[config.mk]
export PLATFORM = sky130hd
export DESIGN_NAME = ckenGen
export DESIGN_NICKNAME = d
export VERILOG_FILES = /design/src/rtl/ckenPkg.sv /design/src/rtl/ckenCtrl.sv /design/src/rtl/ckenDivider.sv /design/src/rtl/ckenDatapath.sv /design/src/rtl/ckenGen.sv
export SDC_FILE = /design/constraint.sdc
export NUM_CORES = 1
export LEC_CHECK = 0
export BUFFER_PORTS_ARGS = -buffer_cell sky130_fd_sc_hd__buf_2
export CORE_MARGIN = 3
export CORE_UTILIZATION = 56
export CTS_BUF_LIST = sky130_fd_sc_hd__clkbuf_2
export CTS_CLUSTER_SIZE = 28
export DETAILED_ROUTE_END_ITERATION = 8
export GPL_ROUTABILITY_DRIVEN = 0
export PLACE_DENSITY = 0.86
export RECOVER_POWER = 50
export REMOVE_ABC_BUFFERS = 1
export SLEW_MARGIN = 25
export SYNTH_ARGS = -nofsm -noshare
export SYNTH_HDL_FRONTEND = slang
export SYNTH_HIERARCHICAL = 1
export SYNTH_SLANG_ARGS = --single-unit
[constraint.sdc]
create_clock -name clk -period 2.3 [get_ports clk]
set_input_delay 0.46 -clock clk [delete_from_list [all_inputs] [get_ports clk]]
set_output_delay 0.46 -clock clk [all_outputs]
set_load 0.05 [all_outputs]
[src/rtl/ckenPkg.sv]
package ckenPkg;
  localparam int CodeW = 2;

  typedef struct packed {
    logic [CodeW-1:0] auxDiv;
    logic             subSel;
    logic [CodeW-1:0] subDiv;
  } ckenCfg_t;

  typedef struct packed {
    logic auxRestart;
    logic subRestart;
  } ckenStrobe_t;
endpackage

[src/rtl/ckenCtrl.sv]
module ckenCtrl
  import ckenPkg::*;
#(
  parameter int             AddrW  = 8,
  parameter logic [AddrW-1:0] AuxOfs = 8'h06,
  parameter logic [AddrW-1:0] SubOfs = 8'h08
) (
  input  logic             clk,
  input  logic             rst,
  input  logic [AddrW-1:0] regAddr,
  input  logic             regWr,
  input  logic [7:0]       wrData,
  output logic [7:0]       rdData,
  output ckenCfg_t         cfg,
  output ckenStrobe_t      strb
);
  logic wrAux;
  logic wrSub;

  assign wrAux = regWr && (regAddr == AuxOfs);
  assign wrSub = regWr && (regAddr == SubOfs);

  // A write restarts the matching counter even if the value does not change.
  assign strb.auxRestart = wrAux;
  assign strb.subRestart = wrSub;

  always_ff @(posedge clk or posedge rst) begin
    if (rst) begin
      cfg <= '0;
    end else begin
      if (wrAux) cfg.auxDiv <= wrData[5:4];
      if (wrSub) begin
        cfg.subSel <= wrData[3];
        cfg.subDiv <= wrData[2:1];
      end
    end
  end

  // Unused bits and unmapped offsets read as zero.
  always_comb begin
    rdData = 8'h00;
    if (regAddr == AuxOfs) rdData = {2'b00, cfg.auxDiv, 4'b0000};
    else if (regAddr == SubOfs) rdData = {4'b0000, cfg.subSel, cfg.subDiv, 1'b0};
  end
endmodule

[src/rtl/ckenDivider.sv]
module ckenDivider #(
  parameter int CodeW = 2
) (
  input  logic             clk,
  input  logic             rst,
  input  logic             restart,
  input  logic             tick,
  input  logic [CodeW-1:0] code,
  output logic             en
);
  localparam int CntW = (1 << CodeW) - 1;

  logic [CntW-1:0] cnt;
  logic [CntW-1:0] limit;
  logic            atLimit;

  // Terminal count is 2^code - 1: the low `code` bits are ones.
  always_comb begin
    for (int i = 0; i < CntW; i++) limit[i] = (i < int'(code));
  end

  assign atLimit = (cnt == limit);

  always_ff @(posedge clk or posedge rst) begin
    if (rst) begin
      cnt <= '0;
      en  <= 1'b0;
    end else begin
      en <= tick && atLimit;
      if (restart)   cnt <= '0;
      else if (tick) cnt <= atLimit ? '0 : cnt + 1'b1;
    end
  end
endmodule

[src/rtl/ckenDatapath.sv]
module ckenDatapath
  import ckenPkg::*;
#(
  parameter int SyncStages = 2
) (
  input  logic        clk,
  input  logic        rst,
  input  logic        slowRef,
  input  ckenCfg_t    cfg,
  input  ckenStrobe_t strb,
  output logic        auxEn,
  output logic        subEn
);
  // The synchronizer stages plus one extra flop for edge detection.
  logic [SyncStages:0] syncSh;
  logic                slowTick;
  logic                subTick;

  always_ff @(posedge clk or posedge rst) begin
    if (rst) syncSh <= '0;
    else     syncSh <= {syncSh[SyncStages-1:0], slowRef};
  end

  assign slowTick = syncSh[SyncStages-1] & ~syncSh[SyncStages];
  assign subTick  = cfg.subSel ? slowTick : 1'b1;

  ckenDivider #(.CodeW(CodeW)) u_auxDiv (
    .clk     (clk),
    .rst     (rst),
    .restart (strb.auxRestart),
    .tick    (slowTick),
    .code    (cfg.auxDiv),
    .en      (auxEn)
  );

  ckenDivider #(.CodeW(CodeW)) u_subDiv (
    .clk     (clk),
    .rst     (rst),
    .restart (strb.subRestart),
    .tick    (subTick),
    .code    (cfg.subDiv),
    .en      (subEn)
  );
endmodule

[src/rtl/ckenGen.sv]
module ckenGen
  import ckenPkg::*;
#(
  parameter int               AddrW      = 8,
  parameter int               SyncStages = 2,
  parameter logic [AddrW-1:0] AuxOfs     = 8'h06,
  parameter logic [AddrW-1:0] SubOfs     = 8'h08
) (
  input  logic             clk,
  input  logic             rst,
  input  logic [AddrW-1:0] regAddr,
  input  logic             regWr,
  input  logic [7:0]       wrData,
  output logic [7:0]       rdData,
  input  logic             slowRef,
  output logic             auxEn,
  output logic             subEn
);
  ckenCfg_t    cfg;
  ckenStrobe_t strb;

  ckenCtrl #(.AddrW(AddrW), .AuxOfs(AuxOfs), .SubOfs(SubOfs)) u_ctrl (
    .clk     (clk),
    .rst     (rst),
    .regAddr (regAddr),
    .regWr   (regWr),
    .wrData  (wrData),
    .rdData  (rdData),
    .cfg     (cfg),
    .strb    (strb)
  );

  ckenDatapath #(.SyncStages(SyncStages)) u_dp (
    .clk     (clk),
    .rst     (rst),
    .slowRef (slowRef),
    .cfg     (cfg),
    .strb    (strb),
    .auxEn   (auxEn),
    .subEn   (subEn)
  );
endmodule

# Word-level counts from Yosys, hierarchy flattened

Cells that the tools add are included.

$add $sub $neg: 2
Magnitude comparators: 6
Equal/unequal tests: 4
Multiplexer cells: 9
Bitwise gates (word level): 2
Reductions and logical operators: 6

Operators with widths:

| cell                                                | number |
|---|---|
| 2-to-1 mux 3 bit                                    | 6 |
| equality test 8 x 3 -> 1 bit, second input constant | 1 |
| equality test 8 x 4 -> 1 bit, second input constant | 1 |
| < comparator 1 x 2 -> 1 bit, first input constant   | 4 |
| 2-to-1 mux 8 bit                                    | 1 |
| adder 3 x 1 -> 3 bit, second input constant         | 2 |
| equality test 3 bit                                 | 2 |
| logical AND 1 bit                                   | 4 |
| < comparator 2 bit, first input constant            | 2 |
| 2-to-1 mux 4 bit                                    | 1 |
| nonzero test 2 bit                                  | 2 |
| bitwise AND 1 bit                                   | 1 |
| 2-to-1 mux 1 bit                                    | 1 |
| NOT 1 bit                                           | 1 |

Register bits after elaboration: 16
Bits of input ports: 20
Output and inout bits: 10
Word-level logic and storage cells: 37

# Longest topological paths before layout

Gate-level depths: netlist (run 1).

Word-level depth: 5
Depth in mapped cells: 6
Depth with buffers taken out: 5

# By module

The synthesis (run 1) kept the hierarchy.

By module, submodules not included:

| module       | instances | cells an instance | area an instance (µm²) | sequential area each (µm²) |
|---|---|---|---|---|
| ckenDivider  | 2         | 23                | 246.5                  | 100.1 |
| ckenCtrl     | 1         | 33                | 379.1                  | 125.1 |
| ckenDatapath | 1         | 6                 | 106.4                  | 75.1 |

# Worst setup path before layout (run 1)

Ideal clock, no wire load.

Kind: input port to output port
Start: in regAddr[5]
End: out rdData[1]
Arrival: 1.332 ns
Required time: 1.840 ns
Path slack: 0.508 ns
Stages on the path: 3
Buffers on the path: 0
Path through: nor4b_1 > and3_1 > and2_1

Longest elaborated chain between the ends: 3
Elaborated cells between the ends (all ways): 4
Classes of those cells: 2 x eq/ne; 2 x mux

Ends and longest elaborated chain:

| item                         | line           | RTL |
|---|---|---|
| start, declared              | ckenGen.sv:11  | `input logic [AddrW-1:0] regAddr,` |
| equality test 8 x 4 -> 1 bit | ckenCtrl.sv:43 | `else if (regAddr == SubOfs) rdData = {4'b0000, cfg.subSel, cfg.subDiv, 1'b0};` |
| 2-to-1 mux 4 bit             | ckenCtrl.sv:43 |  |
| 2-to-1 mux 8 bit (*)         | ckenCtrl.sv:42 | `if (regAddr == AuxOfs) rdData = {2'b00, cfg.auxDiv, 4'b0000};` |
| end, declared                | ckenGen.sv:14  | `output logic [7:0] rdData,` |

Every way passes the cells marked *; elsewhere a longest branch is shown, timed or not.

# Worst setup path after layout (run 1)

Start: in regAddr[5]
End: out rdData[3]

Same word-level chain as after synthesis.

==> metrics.md, run 1 <==
| Metric | Value |
|---|---|
| Clk buf depth | 2 |
| Number of global-route vias before repair | 647 |
| CP required | 1840 ps |
| Leakage | 0.539 nW |
| CP top delay family | simple AND/OR/NAND/NOR gates |
| Total power draw | 0.649 mW |
| Layout cell share with drive strength beyond 1 | 41.3% |
| Initial Util | 62.1% |
| Post-route cell area | 0.00110 mm2 |
| Fillers | 124 |
| Area leader, netlist | dfrtp_1 |
| Critical Setup Path Class | in2out |
| Seq/Total Area, Yosys | 40.9% |
| Synth Warn # | 6 |
| WHS | 50.5 ps |
| Slowest-stage cell, CP | nor4b_1 |
| Critical path capture point | rdData[3] |
| Sw frac | 33.0% |
| CP Launch Point | regAddr[5] |
| CTS buffer count | 3 |
| FFs w/ async S/R, synth | 100% |
| Post-Synth Simple-Gate Area | 31.7% |
| Post-Syn Area per Cell | 11.5 um2 |
| Area delta synth->final | 12.5% |
| First-pass GRT wire length | 2620 um |
| Hold WC Path Type | in2async |
| DP Area | 0.00108 mm2 |
| Multiplexer area fraction after synthesis | 8.82% |
| Die Wd | 47.8 um |
| Critical-path cell list | buf_2 -> nor4b_1 -> and3_1 -> and2_1 -> buf_2 |
| Pin count of the biggest net entering global routing | 10 |
| Most common cell in the netlist | dfrtp_1 |
| RR Endpoint | u_dp/u_auxDiv/cnt[1] |
| Internal power | 0.435 mW |
| Die height | 47.8 um |
| EDFF count, synth | 0 |
| Post-DP HPWL | 1410 um |
| Ys flop type | dfrtp_1 |
| Largest cells by area after synthesis | dfrtp_1 41%, nor4b_4 4.9%, buf_4 3.8% |
| Worst setup SP type | input pin |
| Area share of xor/xnor cells in the synthesized design | 1.79% |
| Worst reg2reg setup slack | 860 ps |
| DR vias/cell | 5.90 |
| Nets@finish | 132 |
| Grt ovf | 0 |
| Setup_tns | 0 ps |
| CTS tree | done |
| Comb pwr share | 26.7% |
| Initial drt markers | 8 |
| H-tree levels | 1 |
| Worst Max-Slew Pin Slew | 525 ps |
| Detail Route Antenna Nets | 0 |
| Slew headroom | 64.7% |
| FF-to-FF Start | u_dp/u_auxDiv/cnt[1] |
| Core area | 0.00158 mm2 |
| Part of the power in the clock network | 19.0% |
| Most frequent CP cell | buf_2 |
| Post-synthesis cell area | 978 um2 |
| DRT Pass-1 Iters | 4 |
| Outcome | finished clean |
| Mapped Cells | 85 |
| Post-Synth Adder-Cell Area | 2.56% |
| Global Route Usage Sum | 15.9% |
| Skew-Pair Late Insertion Delay | 290 ps |
| Reg power frac | 54.3% |
| Clk sinks | 16 |
| Netlist cell types | 33 |
| Min Clock Period, post-route | 1960 ps |
| Worst Path Arrival | 1500 ps |
| Die area | 0.00228 mm2 |
| ANT cells | 0 |
| Crit-path max FO | 4 |
| Worst path depth | 5 |
| Setup Skew | 13.4 ps |
| Setup bufs post-CTS | 0 |
| Post-synth top cells | 16 x dfrtp_1, 5 x buf_4 |
| CP Buf/Inv Count | 2 |
| Max_cap viols | 0 |
| # setup viols final | 0 |
| Main combinational cell family by area after synthesis | simple AND/OR/NAND/NOR gates |
| Core Rows | 14 |
| RSZ-0062 raised after global routing | false |
| Max incr delay on CP | 280 ps |
| CTS root buf | clkbuf_2 |
| #FFs+latches synth | 16 |
| Vias | 737 |
| Drt wl/cell | 13.5 um |
| Worst vdd ir | 0.508 mV |
| Tcrit/Tclk final | 85.3% |
| Pwr/cell area | 589 mW/mm2 |
| Routed wire length | 1690 um |
| Final Hold Fails | 0 |
| Compound-Gate Fraction of Synth Area | 8.44% |
| CP endpoint kind | primary output |
| DR DRC count | 0 |
| FMAX | 510 MHz |
| Port Buf Inserts | 23 |
| Post-CTS Hold Buffers | 0 |
| Worst reg-to-reg path cell count | 3 |
| P_sw | 0.214 mW |
| Post-CTS Resized | 0 |
| CTS clk-pin slew, worst paths | 150 ps |
| Initial antenna violation count | 0 |
| Yosys top cell area share | 40.9% |
| Final slew viol count | 0 |
| I/O pin total | 30 |
logic make-up (layout without fill, tap and decap cells):
kind of cell / count (synthesis) / count (layout)
AND/OR/NAND/NOR: 38 / 38
flip-flops: 16 / 16
AO/OA/AOI/OAI: 10 / 10
buffers and inverters: 9 / 31
multiplexers: 7 / 7
adder cells (fa/ha/maj): 2 / 2
XOR/XNOR: 2 / 2
other: 1 / 3
registers in the layout (all words and copies together), names as in the netlist:
name / cells
u_dp/u_subDiv/en: 1
u_ctrl/cfg: 5
u_dp/u_subDiv/cnt: 3
u_dp/u_auxDiv/cnt: 3
u_dp/syncSh: 3
u_dp/u_auxDiv/en: 1
how the worst min path moves through the flow:
stage                     cells past startpoint              endpoint  slack [ps]      startpoint
after global routing                          2  u_dp/u_subDiv/cnt[2]          60             rst
after detailed placement                      0        u_dp/syncSh[1]         340  u_dp/syncSh[0]
after floorplan                               1        u_dp/syncSh[0]         210             rst
final                                         2  u_dp/u_subDiv/cnt[2]          50             rst
after CTS                                     2        u_dp/syncSh[0]          30             rst
after global placement                        0        u_dp/syncSh[1]         340  u_dp/syncSh[0]
layout by cell type, fill, tap and decap left out:
| master | n |
|---|---|
| buf_2 | 22 |
| dfrtp_1 | 16 |
| and2_1 | 4 |
| inv_1 | 4 |
| nand3b_1 | 4 |
| nand2_1 | 4 |
| or3b_2 | 4 |
| clkbuf_2 | 3 |
| mux2_1 | 3 |
| conb_1 | 3 |
| nor2_1 | 2 |
| nor4b_4 | 2 |
| mux2_4 | 2 |
| and3_2 | 2 |
| or4_4 | 2 |
| nand2b_1 | 2 |
| a21oi_1 | 2 |
| xor2_1 | 2 |
| nand3_1 | 2 |
| o22ai_2 | 2 |
| nor4_1 | 2 |
| o31ai_1 | 2 |
| o21a_1 | 2 |
| mux2_2 | 2 |
| o41ai_1 | 2 |
| ha_1 | 2 |
| clkinv_1 | 1 |
| clkbuf_1 | 1 |
| nor4b_1 | 1 |
| and3_1 | 1 |
| nor3_1 | 1 |
| nor3b_2 | 1 |
| nand4_1 | 1 |
| and3_4 | 1 |
| nor2b_4 | 1 |
| nand2b_4 | 1 |
final cells by class:
class	count	area, um2	area share, %
multi-input cells	62	533	48.4
flip-flops and latches	16	400	36.4
repair buffers	23	114	10.3
well taps	16	20.0	1.82
clock buffers	3	15.0	1.36
inverters	4	15.0	1.36
clock inverters	1	3.75	0.341
through the flow:
stage               instances  util, %  setup WS, ps
floorplan                  82        -           508
finish                    125     69.8           338
detailed placement        121     68.7           326
global placement          121     68.7           368
global route              125     69.8           271
CTS                       125     69.9           323
power by group through the flow:
stage	combinational, mW	sequential (mW)	clock, mW
floorplan	0.113	0.371	0
CTS	0.175	0.353	0.133
global route	0.194	0.358	0.144
global placement	0.168	0.357	0
finish	0.173	0.352	0.123
detailed placement	0.174	0.358	0
layer usage:
layer	GRT usage [%]	share of wire [%]	up-vias
met4	6.45	0.89	0
met2	27.4	53	23
met3	2.26	4.3	2
met5	0	0	-
li1	-	-	357
met1	19.8	41	355
No activity file was read; power rests on OpenSTA's default activity.
==> run 2, diff against run 1 <==
--- a/config.mk
+++ b/config.mk
@@ -7,14 +7,13 @@
 export LEC_CHECK = 0
 export BUFFER_PORTS_ARGS = -buffer_cell sky130_fd_sc_hd__buf_2
 export CORE_MARGIN = 3
-export CORE_UTILIZATION = 56
-export CTS_BUF_LIST = sky130_fd_sc_hd__clkbuf_2
+export CORE_UTILIZATION = 47
+export CTS_BUF_LIST = sky130_fd_sc_hd__clkbuf_4 sky130_fd_sc_hd__clkbuf_8
 export CTS_CLUSTER_SIZE = 28
 export DETAILED_ROUTE_END_ITERATION = 8
 export GPL_ROUTABILITY_DRIVEN = 0
-export PLACE_DENSITY = 0.86
+export PLACE_DENSITY = 0.77
 export RECOVER_POWER = 50
-export REMOVE_ABC_BUFFERS = 1
 export SLEW_MARGIN = 25
 export SYNTH_ARGS = -nofsm -noshare
 export SYNTH_HDL_FRONTEND = slang
==> constraint.sdc (replaced) <==
create_clock -name clk -period 1.7 [get_ports clk]
set_input_delay 0.34 -clock clk [delete_from_list [all_inputs] [get_ports clk]]
set_output_delay 0.34 -clock clk [all_outputs]
set_load 0.05 [all_outputs]
==> run 2 against run 1 <==
  * Combinational power up 39%
  * Sequential cell count did not move
  * Cell count increased by 7.2%
  * Largest cell class unchanged
==> metrics.md, run 2 (same netlist as run 1, synthesis figures left out) <==
| Metric | Value |
|---|---|
| Worst Max-Slew Pin Slew | 535 ps (+9.56 ps) |
| CP required | 1360 ps (-480 ps) |
| Initial antenna violation count | 0 (unchanged) |
| Detail Route Antenna Nets | 0 (unchanged) |
| Worst setup SP type | input pin |
| Post-DP HPWL | 1450 um (+3.1%) |
| Max_cap viols | 0 (unchanged) |
| Hold WC Path Type | in2reg |
| Setup Skew | 2.30 ps (-11.1 ps) |
| CTS clk-pin slew, worst paths | 80 ps (-70 ps) |
| Outcome | finished clean |
| Max incr delay on CP | 320 ps (+40 ps) |
| Grt ovf | 0 (unchanged) |
| I/O pin total | 30 (unchanged) |
| DR DRC count | 0 (unchanged) |
| Min Clock Period, post-route | 1690 ps |
| CP top delay family | simple AND/OR/NAND/NOR gates |
| First-pass GRT wire length | 3070 um (+17%) |
| Initial Util | 53.2% (-8.9 points) |
| Clk buf depth | 2 (unchanged) |
| CP Buf/Inv Count | 2 (unchanged) |
| Setup_tns | 0 ps (unchanged) |
| Core Rows | 15 (+1) |
| Final Hold Fails | 0 (unchanged) |
| DRT Pass-1 Iters | 3 (-1) |
| Pwr/cell area | 793 mW/mm2 (+35%) |
| Routed wire length | 1840 um (+8.6%) |
| Critical-path cell list | buf_2 -> nor4b_2 -> and3_4 -> and2_1 -> buf_4 |
| Global Route Usage Sum | 15.4% (-0.49 points) |
| Worst vdd ir | 0.581 mV (+14%) |
| Final slew viol count | 0 (unchanged) |
| H-tree levels | 1 (unchanged) |
| CP endpoint kind | primary output |
| Total power draw | 0.911 mW (+40%) |
| CTS tree | done |
| Nets@finish | 133 (+0.76%) |
| Leakage | 0.542 nW (+0.66%) |
| Vias | 719 (-2.4%) |
| Tcrit/Tclk final | 99.6% |
| Crit-path max FO | 4 (unchanged) |
| # setup viols final | 0 (unchanged) |
| Die area | 0.00267 mm2 (+17%) |
| Top reg by flops | u_ctrl/cfg |
| Slew headroom | 64.0% (-0.64 points) |
| DR vias/cell | 5.37 (-9.0%) |
| Port Buf Inserts | 23 (unchanged) |
| Most common cell after layout, fill and taps aside | buf_2 |
| CTS buffer count | 3 (unchanged) |
| Area delta synth->final | 17.4% |
| Skew-Pair Late Insertion Delay | 280 ps (about the same) |
| Clk sinks | 16 (unchanged) |
| FMAX | 590 MHz |
| CTS root buf | clkbuf_4 |
| Layout cell share with drive strength beyond 1 | 43.1% (+1.8 points) |
| Core area | 0.00184 mm2 (+17%) |
| Most frequent cells in the layout | 19 x buf_2, 16 x dfrtp_1 |
| Drt wl/cell | 13.7 um (+1.3%) |
| Worst Path Arrival | 1350 ps (-150 ps) |
| Pin count of the biggest net entering global routing | 9 (-1) |
| Number of global-route vias before repair | 746 (+15%) |
| Fillers | 168 (+35%) |
| Slowest-stage cell, CP | nor4b_2 |
| Die height | 51.6 um (+8.0%) |
| ANT cells | 0 (unchanged) |
| Initial drt markers | 5 (-3) |
| Critical Setup Path Class | in2out |
| Die Wd | 51.6 um (+8.0%) |
| Max reg flops | 5 (unchanged) |
[run 2: cell types whose count changed in the layout (fill, tap and decap cells not counted), sizes merged]
| cell | delta |
|---|---|
| clkinv | -1 |
| dlygate4sd3 | +1 |
[run 2: final timing paths]
kind                                     start                    to  slack [ps]  cells past startpoint
worst max-delay path                regAddr[5]             rdData[2]           6                      5
worst min-delay path                   slowRef        u_dp/syncSh[0]         170                      1
worst max register to register  u_dp/syncSh[2]  u_dp/u_subDiv/cnt[2]         250                      5
worst min register to register  u_dp/syncSh[0]        u_dp/syncSh[1]         370                      0
max in group asynchronous                  rst         u_ctrl/cfg[0]         980                      3
min in group asynchronous                  rst        u_dp/syncSh[1]         490                      3
[run 2: layout make-up]
| cell class | count | area [um2] | share of cell area, % |
|---|---|---|---|
| Clock buffer | 3 | 22.5 | 1.96 |
| Inverter | 4 | 15.0 | 1.31 |
| Multi-Input combinational cell | 62 | 544 | 47.4 |
| Sequential cell | 16 | 400 | 34.9 |
| Tap cell | 25 | 31.3 | 2.72 |
| Timing Repair Buffer | 24 | 135 | 11.8 |
[run 2: routing by layer]
layer | share of wire (%) | wire length (um) | track usage (%)
met5 | 0 | 0 | 0
met4 | 1.0 | 19 | 6.11
met3 | 5.7 | 104 | 4.30
met2 | 52 | 954 | 27.8
met1 | 41 | 756 | 16.9
[run 2: report_power, final]
group | switching, mW | total (mW) | internal, mW
registers | 0.0548 | 0.480 | 0.425
logic | 0.125 | 0.240 | 0.115
clock network | 0.108 | 0.191 | 0.0821
[run 2: worst register-to-register path: cells and delay by family, from the launching register on]
kind	cells	cell delay (ps)
AOI/OAI and AO/OA	1	250
muxes	1	250
and+or+nand+nor	3	430
DFF	1	410
[run 2: timing repair]
action,in CTS,in global routing
pin swaps,1,0
buffers inserted,0,0
endpoints found under the setup margin,3,3
endpoints found under the hold margin,16,0
resized for setup,4,2
hold buffers,1,0
[run 2: per-stage QoR]
stage | utilization (%) | instances | instance area, um2 | hold slack (ps) | setup WS [ps]
6_report | 62.4 | 134 | 1150 | 166 | 6.35
5_1_grt | 62.4 | 134 | 1150 | 149 | -40.8
4_1_cts | 62.0 | 134 | 1140 | 154 | 54.9
3_5_place_dp | 59.5 | 130 | 1090 | 241 | -59.7
3_3_place_gp | 59.5 | 130 | 1090 | 238 | -0.627
2_1_floorplan | - | 87 | 986 | 93.6 | 148
